### config.mk
export PLATFORM = sky130hd
export DESIGN_NAME = serbar_ctrl
export DESIGN_NICKNAME = d
export VERILOG_FILES = /design/src/rtl/serbar_pkg.sv /design/src/rtl/serbar_classify.sv /design/src/rtl/serbar_counter.sv /design/src/rtl/serbar_fsm.sv /design/src/rtl/serbar_ctrl.sv
export SDC_FILE = /design/constraint.sdc
export NUM_CORES = 1
export LEC_CHECK = 0
export BUFFER_PORTS_ARGS = -buffer_cell sky130_fd_sc_hd__buf_2
export CORE_UTILIZATION = 40
export DETAILED_ROUTE_END_ITERATION = 12
export GPL_TIMING_DRIVEN = 0
export PLACE_DENSITY = 0.65
export RECOVER_POWER = 25
export SYNTH_ARGS = -nofsm -noshare
export SYNTH_HDL_FRONTEND = slang
export SYNTH_SLANG_ARGS = --single-unit
### constraint.sdc
create_clock -name clk -period 2.7 [get_ports clk]
set_clock_uncertainty 0.15 [all_clocks]
set_input_delay 0.675 -clock clk [delete_from_list [all_inputs] [get_ports clk]]
set_output_delay 0.675 -clock clk [all_outputs]
set_load 0.02 [all_outputs]
### src/rtl/serbar_pkg.sv
package serbar_pkg;
    typedef enum logic [1:0] {
        ST_RUN     = 2'd0,
        ST_HOLD    = 2'd1,
        ST_RELEASE = 2'd2,
        ST_BUBBLE  = 2'd3
    } bar_state_t;

    localparam int unsigned NUM_CNT = 3;
    localparam int unsigned CNT_PERM  = 0;
    localparam int unsigned CNT_TEMP  = 1;
    localparam int unsigned CNT_STALL = 2;
endpackage

### src/rtl/serbar_classify.sv
module serbar_classify (
    input  logic in_sb,
    input  logic in_sa,
    input  logic in_sc,
    input  logic in_creg,
    input  logic in_done,
    input  logic pend,
    output logic eff_sb,
    output logic park_req,
    output logic after_req
);
    always_comb begin
        eff_sb    = in_sb | pend;
        park_req  = (in_creg | eff_sb) & ~in_done;
        after_req = (in_sa | in_sc) & ~in_done & ~park_req;
    end
endmodule

### src/rtl/serbar_counter.sv
module serbar_counter #(
    parameter int unsigned W = 16
) (
    input  logic         clk,
    input  logic         rst_n,
    input  logic         inc,
    output logic [W-1:0] value
);
    always_ff @(posedge clk) begin
        if (!rst_n)   value <= '0;
        else if (inc) value <= value + 1'b1;
    end
endmodule

### src/rtl/serbar_fsm.sv
module serbar_fsm
    import serbar_pkg::*;
#(
    parameter int unsigned TAG_W = 8
) (
    input  logic             clk,
    input  logic             rst_n,
    input  logic             in_valid,
    input  logic [TAG_W-1:0] in_tag,
    input  logic             in_temp,
    input  logic             in_done,
    input  logic             eff_sb,
    input  logic             park_req,
    input  logic             after_req,
    input  logic             drained,
    input  logic             squash_valid,
    output bar_state_t       state,
    output logic             pend,
    output logic             out_valid,
    output logic [TAG_W-1:0] out_tag,
    output logic             out_sb,
    output logic             out_handled,
    output logic             stall,
    output logic             bar_valid,
    output logic [TAG_W-1:0] bar_tag,
    output logic             replay,
    output logic             inc_perm,
    output logic             inc_temp,
    output logic             inc_stall
);
    bar_state_t state_nx;
    logic       bar_temp;
    logic       accept;
    logic       park;

    assign accept = (state == ST_RUN) && in_valid && !squash_valid;
    assign park   = accept && park_req;

    always_comb begin
        state_nx = state;
        if (squash_valid) begin
            state_nx = ST_RUN;
        end else begin
            unique case (state)
                ST_RUN:     if (park) state_nx = ST_HOLD;
                ST_HOLD:    if (drained) state_nx = ST_RELEASE;
                ST_RELEASE: state_nx = ST_BUBBLE;
                ST_BUBBLE:  state_nx = ST_RUN;
                default:    state_nx = ST_RUN;
            endcase
        end
    end

    always_ff @(posedge clk) begin
        if (!rst_n) begin
            state     <= ST_RUN;
            pend      <= 1'b0;
            bar_valid <= 1'b0;
            bar_tag   <= '0;
            bar_temp  <= 1'b0;
        end else begin
            state <= state_nx;
            if (squash_valid) begin
                pend      <= 1'b0;
                bar_valid <= 1'b0;
            end else begin
                if (accept) pend <= after_req;
                if (park) begin
                    bar_valid <= 1'b1;
                    bar_tag   <= in_tag;
                    bar_temp  <= in_temp;
                end else if (state == ST_RELEASE) begin
                    bar_valid <= 1'b0;
                end
            end
        end
    end

    always_comb begin
        replay      = (state == ST_RELEASE) && !squash_valid;
        stall       = (state != ST_RUN) || park;
        out_valid   = replay || (accept && !park_req);
        out_tag     = replay ? bar_tag : in_tag;
        out_sb      = replay ? 1'b0 : eff_sb;
        out_handled = replay ? !bar_temp : (in_done || after_req);
        inc_perm    = (park && !in_temp) || (accept && after_req);
        inc_temp    = park && in_temp;
        inc_stall   = (state == ST_HOLD);
    end
endmodule

### src/rtl/serbar_ctrl.sv
module serbar_ctrl
    import serbar_pkg::*;
#(
    parameter int unsigned TAG_W = 8,
    parameter int unsigned OCC_W = 4,
    parameter int unsigned CNT_W = 16
) (
    input  logic             clk,
    input  logic             rst_n,
    input  logic             in_valid,
    input  logic [TAG_W-1:0] in_tag,
    input  logic             in_sb,
    input  logic             in_sa,
    input  logic             in_sc,
    input  logic             in_creg,
    input  logic             in_temp,
    input  logic             in_done,
    input  logic             be_empty,
    input  logic [OCC_W-1:0] fbuf_count,
    input  logic             squash_valid,
    input  logic [TAG_W-1:0] squash_tag,
    output logic             out_valid,
    output logic [TAG_W-1:0] out_tag,
    output logic             out_sb,
    output logic             out_handled,
    output logic             stall,
    output logic             bar_valid,
    output logic [TAG_W-1:0] bar_tag,
    output logic             replay,
    output logic [CNT_W-1:0] cnt_perm,
    output logic [CNT_W-1:0] cnt_temp,
    output logic [CNT_W-1:0] cnt_stall
);
    bar_state_t           state;
    logic                 pend;
    logic                 eff_sb;
    logic                 park_req;
    logic                 after_req;
    logic                 drained;
    logic [NUM_CNT-1:0]   cnt_inc;
    logic [CNT_W-1:0]     cnt_val [NUM_CNT];

    assign drained = be_empty && (fbuf_count == '0);

    serbar_classify u_cls (
        .in_sb     (in_sb),
        .in_sa     (in_sa),
        .in_sc     (in_sc),
        .in_creg   (in_creg),
        .in_done   (in_done),
        .pend      (pend),
        .eff_sb    (eff_sb),
        .park_req  (park_req),
        .after_req (after_req)
    );

    serbar_fsm #(.TAG_W(TAG_W)) u_fsm (
        .clk          (clk),
        .rst_n        (rst_n),
        .in_valid     (in_valid),
        .in_tag       (in_tag),
        .in_temp      (in_temp),
        .in_done      (in_done),
        .eff_sb       (eff_sb),
        .park_req     (park_req),
        .after_req    (after_req),
        .drained      (drained),
        .squash_valid (squash_valid),
        .state        (state),
        .pend         (pend),
        .out_valid    (out_valid),
        .out_tag      (out_tag),
        .out_sb       (out_sb),
        .out_handled  (out_handled),
        .stall        (stall),
        .bar_valid    (bar_valid),
        .bar_tag      (bar_tag),
        .replay       (replay),
        .inc_perm     (cnt_inc[CNT_PERM]),
        .inc_temp     (cnt_inc[CNT_TEMP]),
        .inc_stall    (cnt_inc[CNT_STALL])
    );

    for (genvar g = 0; g < NUM_CNT; g++) begin : g_cnt
        serbar_counter #(.W(CNT_W)) u_cnt (
            .clk   (clk),
            .rst_n (rst_n),
            .inc   (cnt_inc[g]),
            .value (cnt_val[g])
        );
    end

    assign cnt_perm  = cnt_val[CNT_PERM];
    assign cnt_temp  = cnt_val[CNT_TEMP];
    assign cnt_stall = cnt_val[CNT_STALL];

    logic unused_sq;
    assign unused_sq = ^squash_tag;
endmodule

After elaboration in Yosys (flattened, before gate mapping)
Index checks and enable logic that the tools add are counted.
{"block": "totals", "reg_bits": 61, "latch_bits": 0, "mem_bits_rw": 0, "rom_bits": 0, "in_bits": 31, "elab_cells": 58, "memories": 0}
{"block": "classes", "n_addsub": 3, "mul": 0, "div_mod_pow": 0, "n_lt_le_gt_ge": 0, "n_eq_ne": 5, "n_shift": 0, "n_mux": 8, "n_bitwise": 10, "reduce_logical": 24}
{"cell": "$add 16x1->16 const B", "n": 3}
{"cell": "$logic_and 1x1->1", "n": 9}
{"cell": "$mux 8", "n": 1}
{"cell": "$pmux 2 s4", "n": 1}
{"cell": "$eq 2x2->1 const B", "n": 2}
{"cell": "$logic_not 1->1", "n": 4}
{"cell": "$logic_not 4->1", "n": 1}
{"cell": "$logic_or 1x1->1", "n": 4}
{"cell": "$mux 1", "n": 4}
{"cell": "$mux 2", "n": 2}
{"cell": "$not 1->1", "n": 4}
{"cell": "$reduce_and 2->1", "n": 2}
{"cell": "$reduce_bool 2->1", "n": 2}
{"cell": "$and 1x1->1", "n": 3}
{"cell": "$or 1x1->1", "n": 3}
{"cell": "$eq 2x1->1 const B", "n": 1}
{"cell": "$logic_not 2->1", "n": 1}
{"cell": "$ne 2x1->1 const B", "n": 1}
{"cell": "$ne 2x2->1 const B", "n": 1}
{"cell": "$reduce_or 2->1", "n": 1}

Depth between registers and ports, before layout
{"block": "logic_depth", "depth_word": 7, "ltp_mapped": 8, "mapped_depth_nobuf": 6}

By module
A second synthesis with hierarchy kept.
{"block": "unflattened", "cells_unflattened": 344, "area_unflattened_um2": 3045.4}
{"mod": "serbar_counter", "n_inst": 3, "cells_per_inst": 83, "area_each_um2": 744.5}
{"mod": "serbar_fsm", "n_inst": 1, "cells_per_inst": 88, "area_each_um2": 759.5}
{"mod": "serbar_classify", "n_inst": 1, "cells_per_inst": 5, "area_each_um2": 33.8}
{"mod": "serbar_ctrl", "n_inst": 1, "cells_per_inst": 2, "area_each_um2": 18.8}

Least setup slack after synthesis
Ideal clock, no wire load.
{"block": "synth_timing", "path_kind": "input -> output", "start": "input squash_valid", "end": "output out_sb", "arrival_time_ps": 1618, "required_ps": 1875, "setup_slack_ps": 257, "stages": 4, "n_path_buf": 1, "path_cell_list": "nand2b_1 -> clkbuf_1 -> inv_1 -> nor2_1"}
{"block": "synth_via", "elab_chain_cells": 3}
{"element": "from (decl)", "line": "serbar_ctrl.sv:20", "source": "input logic squash_valid,"}
{"element": "$logic_not 1->1", "line": "serbar_fsm.sv:80", "source": "replay = (state == ST_RELEASE) && !squash_valid;"}
{"element": "$logic_and 1x1->1", "line": "serbar_fsm.sv:80"}
{"element": "net replay", "line": "serbar_ctrl.sv:29", "source": "output logic replay,"}
{"element": "$mux 1", "line": "serbar_fsm.sv:84", "source": "out_sb = replay ? 1'b0 : eff_sb;"}
{"element": "to (decl)", "line": "serbar_ctrl.sv:24", "source": "output logic out_sb,"}
The timed path passes the listed nets, and every way through them passes these cells.

Worst setup path in the final report
{"block": "layout_timing", "start": "register u_fsm.state[0]", "end": "output out_tag[1]"}
{"block": "layout_via", "elab_chain_cells": 3}
{"element": "from (decl)", "line": "serbar_fsm.sv:17", "source": "output bar_state_t state,"}
{"element": "from (signal assigned)", "line": "serbar_fsm.sv:62", "source": "state <= state_nx;"}
{"element": "$eq 2x2->1", "line": "serbar_fsm.sv:80"}
{"element": "$logic_and 1x1->1", "line": "serbar_fsm.sv:80"}
{"element": "$mux 8", "line": "serbar_fsm.sv:83", "source": "out_tag = replay ? bar_tag : in_tag;"}
{"element": "to (decl)", "line": "serbar_ctrl.sv:23", "source": "output logic [TAG_W-1:0] out_tag,"}
Every way passes these cells.

==> impl_metrics.csv <==
group,metric,value,unit
critical_path,setup.worst_path.end_class,"output pin",
die,rows,31,
global_routing,overflow,0,
global_routing,grt_use_total,19.9,%
finish,final_cell_mix,"sky130_fd_sc_hd__buf_2 (66), sky130_fd_sc_hd__dfxtp_1 (60), sky130_fd_sc_hd__nand2_1 (39), sky130_fd_sc_hd__clkbuf_1 (39), sky130_fd_sc_hd__a21oi_1 (36)",
clock_tree,ctsLongestPathBuffers,2,
routing,wl_per_cell,13.7,um
logic_synthesis,avgSynthCellArea,8.56,um2
routing,ant_nets,0,
power_and_ir_drop,power-per-cell-area,463,nW/um2
flow_run,cap_viol_max_count,0,
logic_synthesis,synthCells,349,
sta,final-max-slew-violation-count,0,
clock_tree,holdBufCountCts,0,
routing,num_vias,2933,
logic_synthesis,synth_top_area_share,40.9,%
power_and_ir_drop,leakagePower,1.38,nW
clock_tree,numCtsBuffers,9,
sta,post-route-min-period,2.59,ns
finish,drive_gt1_share,21.2,%
sta,timing.fmax,386,MHz
sta,worst_slack,0.112,ns
critical_path,critPathKind,"flip-flop to output pin",
finish,nets,490,
global_routing,wire_length_of_the_first_global_routing_pass,12000,um
clock_tree,clock_sinks,61,
logic_synthesis,syn-num-nets,387,
die,core_region_area,7250,um2
clock_tree,count_of_h_tree_levels_built_during_cts,3,
power_and_ir_drop,power.ir.vdd_worst,0.233,mV
global_routing,grt-busiest-layer,"met2",
finish,final_core_utilization,51.5,%
logic_synthesis,postSynth.topFlopCell,"sky130_fd_sc_hd__dfxtp_1",
finish,finish.cell_count_without_fillers,556,
logic_synthesis,yosys_warning_total,0,
routing,vias_per_cell,5.28,
critical_path,worst-endpoint-arrival,1.76,ns
placement,portBuffers,91,
sta,max_slew_margin,43.1,%
global_routing,globalRouteMet1Util,25.0,%
logic_synthesis,synth_async_sr_flop_share,0,%
power_and_ir_drop,totalPowerFinal,0.00173,W
global_routing,grt.met3_usage,5.41,%
die,dieWidth,88.4,um
routing,routed_wirelength,7640,um
clock_tree,clock_tree.root_cell,"sky130_fd_sc_hd__clkbuf_8",
global_routing,grt_pass1_vias,2590,
die,io_pins,101,
critical_path,worst-path-max-fanout,5,
clock_tree,cts.clk_slew.worst_paths,0.07,ns
logic_synthesis,yosys.cell_types.count,43,
sta,final-setup-viol-count,0,
global_routing,gr-usage-met2,32.9,%
sta,worst-slew-pin-transition,0.846,ns
die,starting_density_of_the_core,41.2,%
finish,area_delta_synth_final,25.0,%
clock_tree,tritoncts,"yes",
sta,hold_viol_final,0,
outcome,status,"completed",
finish,antenna_cells_inserted,0,
critical_path,worstPathRequired,1.88,ns
placement,place_inst,539,
placement,last_weighted_congestion_value_of_the_routability_driven_placer,0.882,
logic_synthesis,post_synth_edffs,0,
routing,route.detailed.drc,0,
sta,grt_setup_unrepaired,"yes",
clock_tree,clock_insertion_delay_worst_skew,0.33,ns
global_routing,maximum_number_of_pins_on_one_net_before_global_route_repair,17,
global_routing,antenna_found_initial,0,
finish,regArea,1220,um2
placement,dp_hpwl,5630,um
sta,fin_hold_ws,0.306,ns
logic_synthesis,synth.top_cells.by_area,"sky130_fd_sc_hd__dfxtp_1 (41%), sky130_fd_sc_hd__a21oi_1 (6.0%), sky130_fd_sc_hd__nand2_1 (4.9%), sky130_fd_sc_hd__nor2_1 (4.1%), sky130_fd_sc_hd__xnor2_1 (3.5%)",
placement,pre_cts_slack,-0.0673,ns
min_path,min_path_type,"flip-flop to flip-flop",
finish,final.fill_count,721,
finish,mostFrequentLayoutCell,"sky130_fd_sc_hd__buf_2",
logic_synthesis,synth_area,2990,um2
logic_synthesis,seq_area_frac_synth,40.9,%
finish,multiInputGateArea,1690,um2
logic_synthesis,ys_seq_elements,61,
critical_path,worstSetupStartpointType,"flip-flop",
routing,detailedRoute.firstPassIterationCount,4,
routing,drt-initial-drc-count,113,
die,die-area,7820,um2
die,die_h,88.4,um
sta,period_share,95.8,%
logic_synthesis,synthDominantAreaCellType,"sky130_fd_sc_hd__dfxtp_1",
[sequential cells by signal, indices dropped and copies added, names as in the netlist]
signal and count:
g_cnt.u_cnt.value 48, u_fsm.bar_tag 8, u_fsm.bar_temp 1, u_fsm.bar_valid 1, u_fsm.pend 1, u_fsm.state 2
[routing by layer]
layer  vias up  routed length [um]
met5         -                   0
met4         0                  55
met3         2                 468
met2        89                3640
met1      1362                3480
li1       1480                   -
[power by group]
group	total, W	switching, W	internal [W]
Sequential	0.000913	0.00000654	0.000906
Clock	0.000684	0.000354	0.000331
Combinational	0.000133	0.0000869	0.0000457
[logic make-up (layout without fill, tap and decap cells)]
logic type | after synthesis | count (layout) | synth area share, %
flip-flops | 61 | 61 | 40.9
adder cells (fa/ha/maj) | 7 | 7 | 2.93
AND/OR/NAND/NOR | 151 | 151 | 27.6
buffers and inverters | 25 | 133 | 3.22
AO/OA/AOI/OAI | 71 | 71 | 14.5
multiplexers | 14 | 14 | 5.03
XOR/XNOR | 20 | 20 | 5.86
[worst max-delay path, cell delays in order, from the launching register on]
cell and delay [ns]:
sky130_fd_sc_hd__dfxtp_2 0.34, sky130_fd_sc_hd__inv_1 0.07, sky130_fd_sc_hd__ha_1 0.23, sky130_fd_sc_hd__nand2b_1 0.15, sky130_fd_sc_hd__buf_4 0.17, sky130_fd_sc_hd__mux2_2 0.32
sky130_fd_sc_hd__buf_2 0.16
[metrics by stage]
stage               setup TNS (ns)  area (um2)
floorplan                        0        2990
global placement            -0.196        3570
detailed placement          -0.273        3570
CTS                              0        3730
global route               -0.0219        3730
finish                           0        3730
[Yosys cell counts, types with 2 or more instances]
| cell | instances |
|---|---|
| sky130_fd_sc_hd__nand2_1 | 39 |
| sky130_fd_sc_hd__and4_1 | 5 |
| sky130_fd_sc_hd__o21ai_0 | 10 |
| sky130_fd_sc_hd__or4_1 | 8 |
| sky130_fd_sc_hd__mux2i_1 | 6 |
| sky130_fd_sc_hd__buf_2 | 2 |
| sky130_fd_sc_hd__a21oi_1 | 36 |
| sky130_fd_sc_hd__nand4bb_1 | 5 |
| sky130_fd_sc_hd__o41ai_1 | 6 |
| sky130_fd_sc_hd__xor2_1 | 8 |
| sky130_fd_sc_hd__nor4_1 | 4 |
| sky130_fd_sc_hd__clkbuf_1 | 11 |
| sky130_fd_sc_hd__nand2b_1 | 7 |
| sky130_fd_sc_hd__o31ai_1 | 8 |
| sky130_fd_sc_hd__ha_1 | 7 |
| sky130_fd_sc_hd__nor2_1 | 33 |
| sky130_fd_sc_hd__xnor2_1 | 12 |
| sky130_fd_sc_hd__nand3_1 | 15 |
| sky130_fd_sc_hd__a31o_2 | 2 |
| sky130_fd_sc_hd__and3_1 | 4 |
| sky130_fd_sc_hd__nor3_1 | 2 |
| sky130_fd_sc_hd__or3_1 | 10 |
| sky130_fd_sc_hd__nand4_1 | 13 |
| sky130_fd_sc_hd__dfxtp_1 | 61 |
| sky130_fd_sc_hd__inv_1 | 10 |
| sky130_fd_sc_hd__mux2_2 | 8 |
[path summary, 6_finish.rpt]
path                                                    from                                     to  slack [ns]  depth (start not counted)
worst max-delay path             u_fsm.state[0]$_SDFFE_PP0P_                             out_tag[1]        0.11                          6
worst min-delay path            u_fsm.bar_valid$_SDFFE_PP0P_           u_fsm.bar_valid$_SDFFE_PP0P_        0.31                          2
worst max register to register   u_fsm.state[1]$_SDFFE_PP0P_  g_cnt[1].u_cnt.value[13]$_SDFFE_PN0P_        0.25                          7
worst min register to register  u_fsm.bar_valid$_SDFFE_PP0P_           u_fsm.bar_valid$_SDFFE_PP0P_        0.31                          2
[cell type report]
type	count	share of cell area (%)
Sequential cell	61	32.7
Clock buffer	12	3.62
Clock inverter	4	0.670
Buffer	13	1.58
Timing Repair Buffer	93	11.7
Inverter	11	1.11
Tap cell	99	3.32
Multi-Input combinational cell	263	45.3
[repair_timing]
action / in CTS / in global routing
cloned: 0 / 1
setup buffers: 0 / 1
endpoints found under the setup margin: 10 / 10
gates resized for setup: 3 / 7
hold endpoints to repair: 0 / 0
Power figures use the tool's default switching activity.
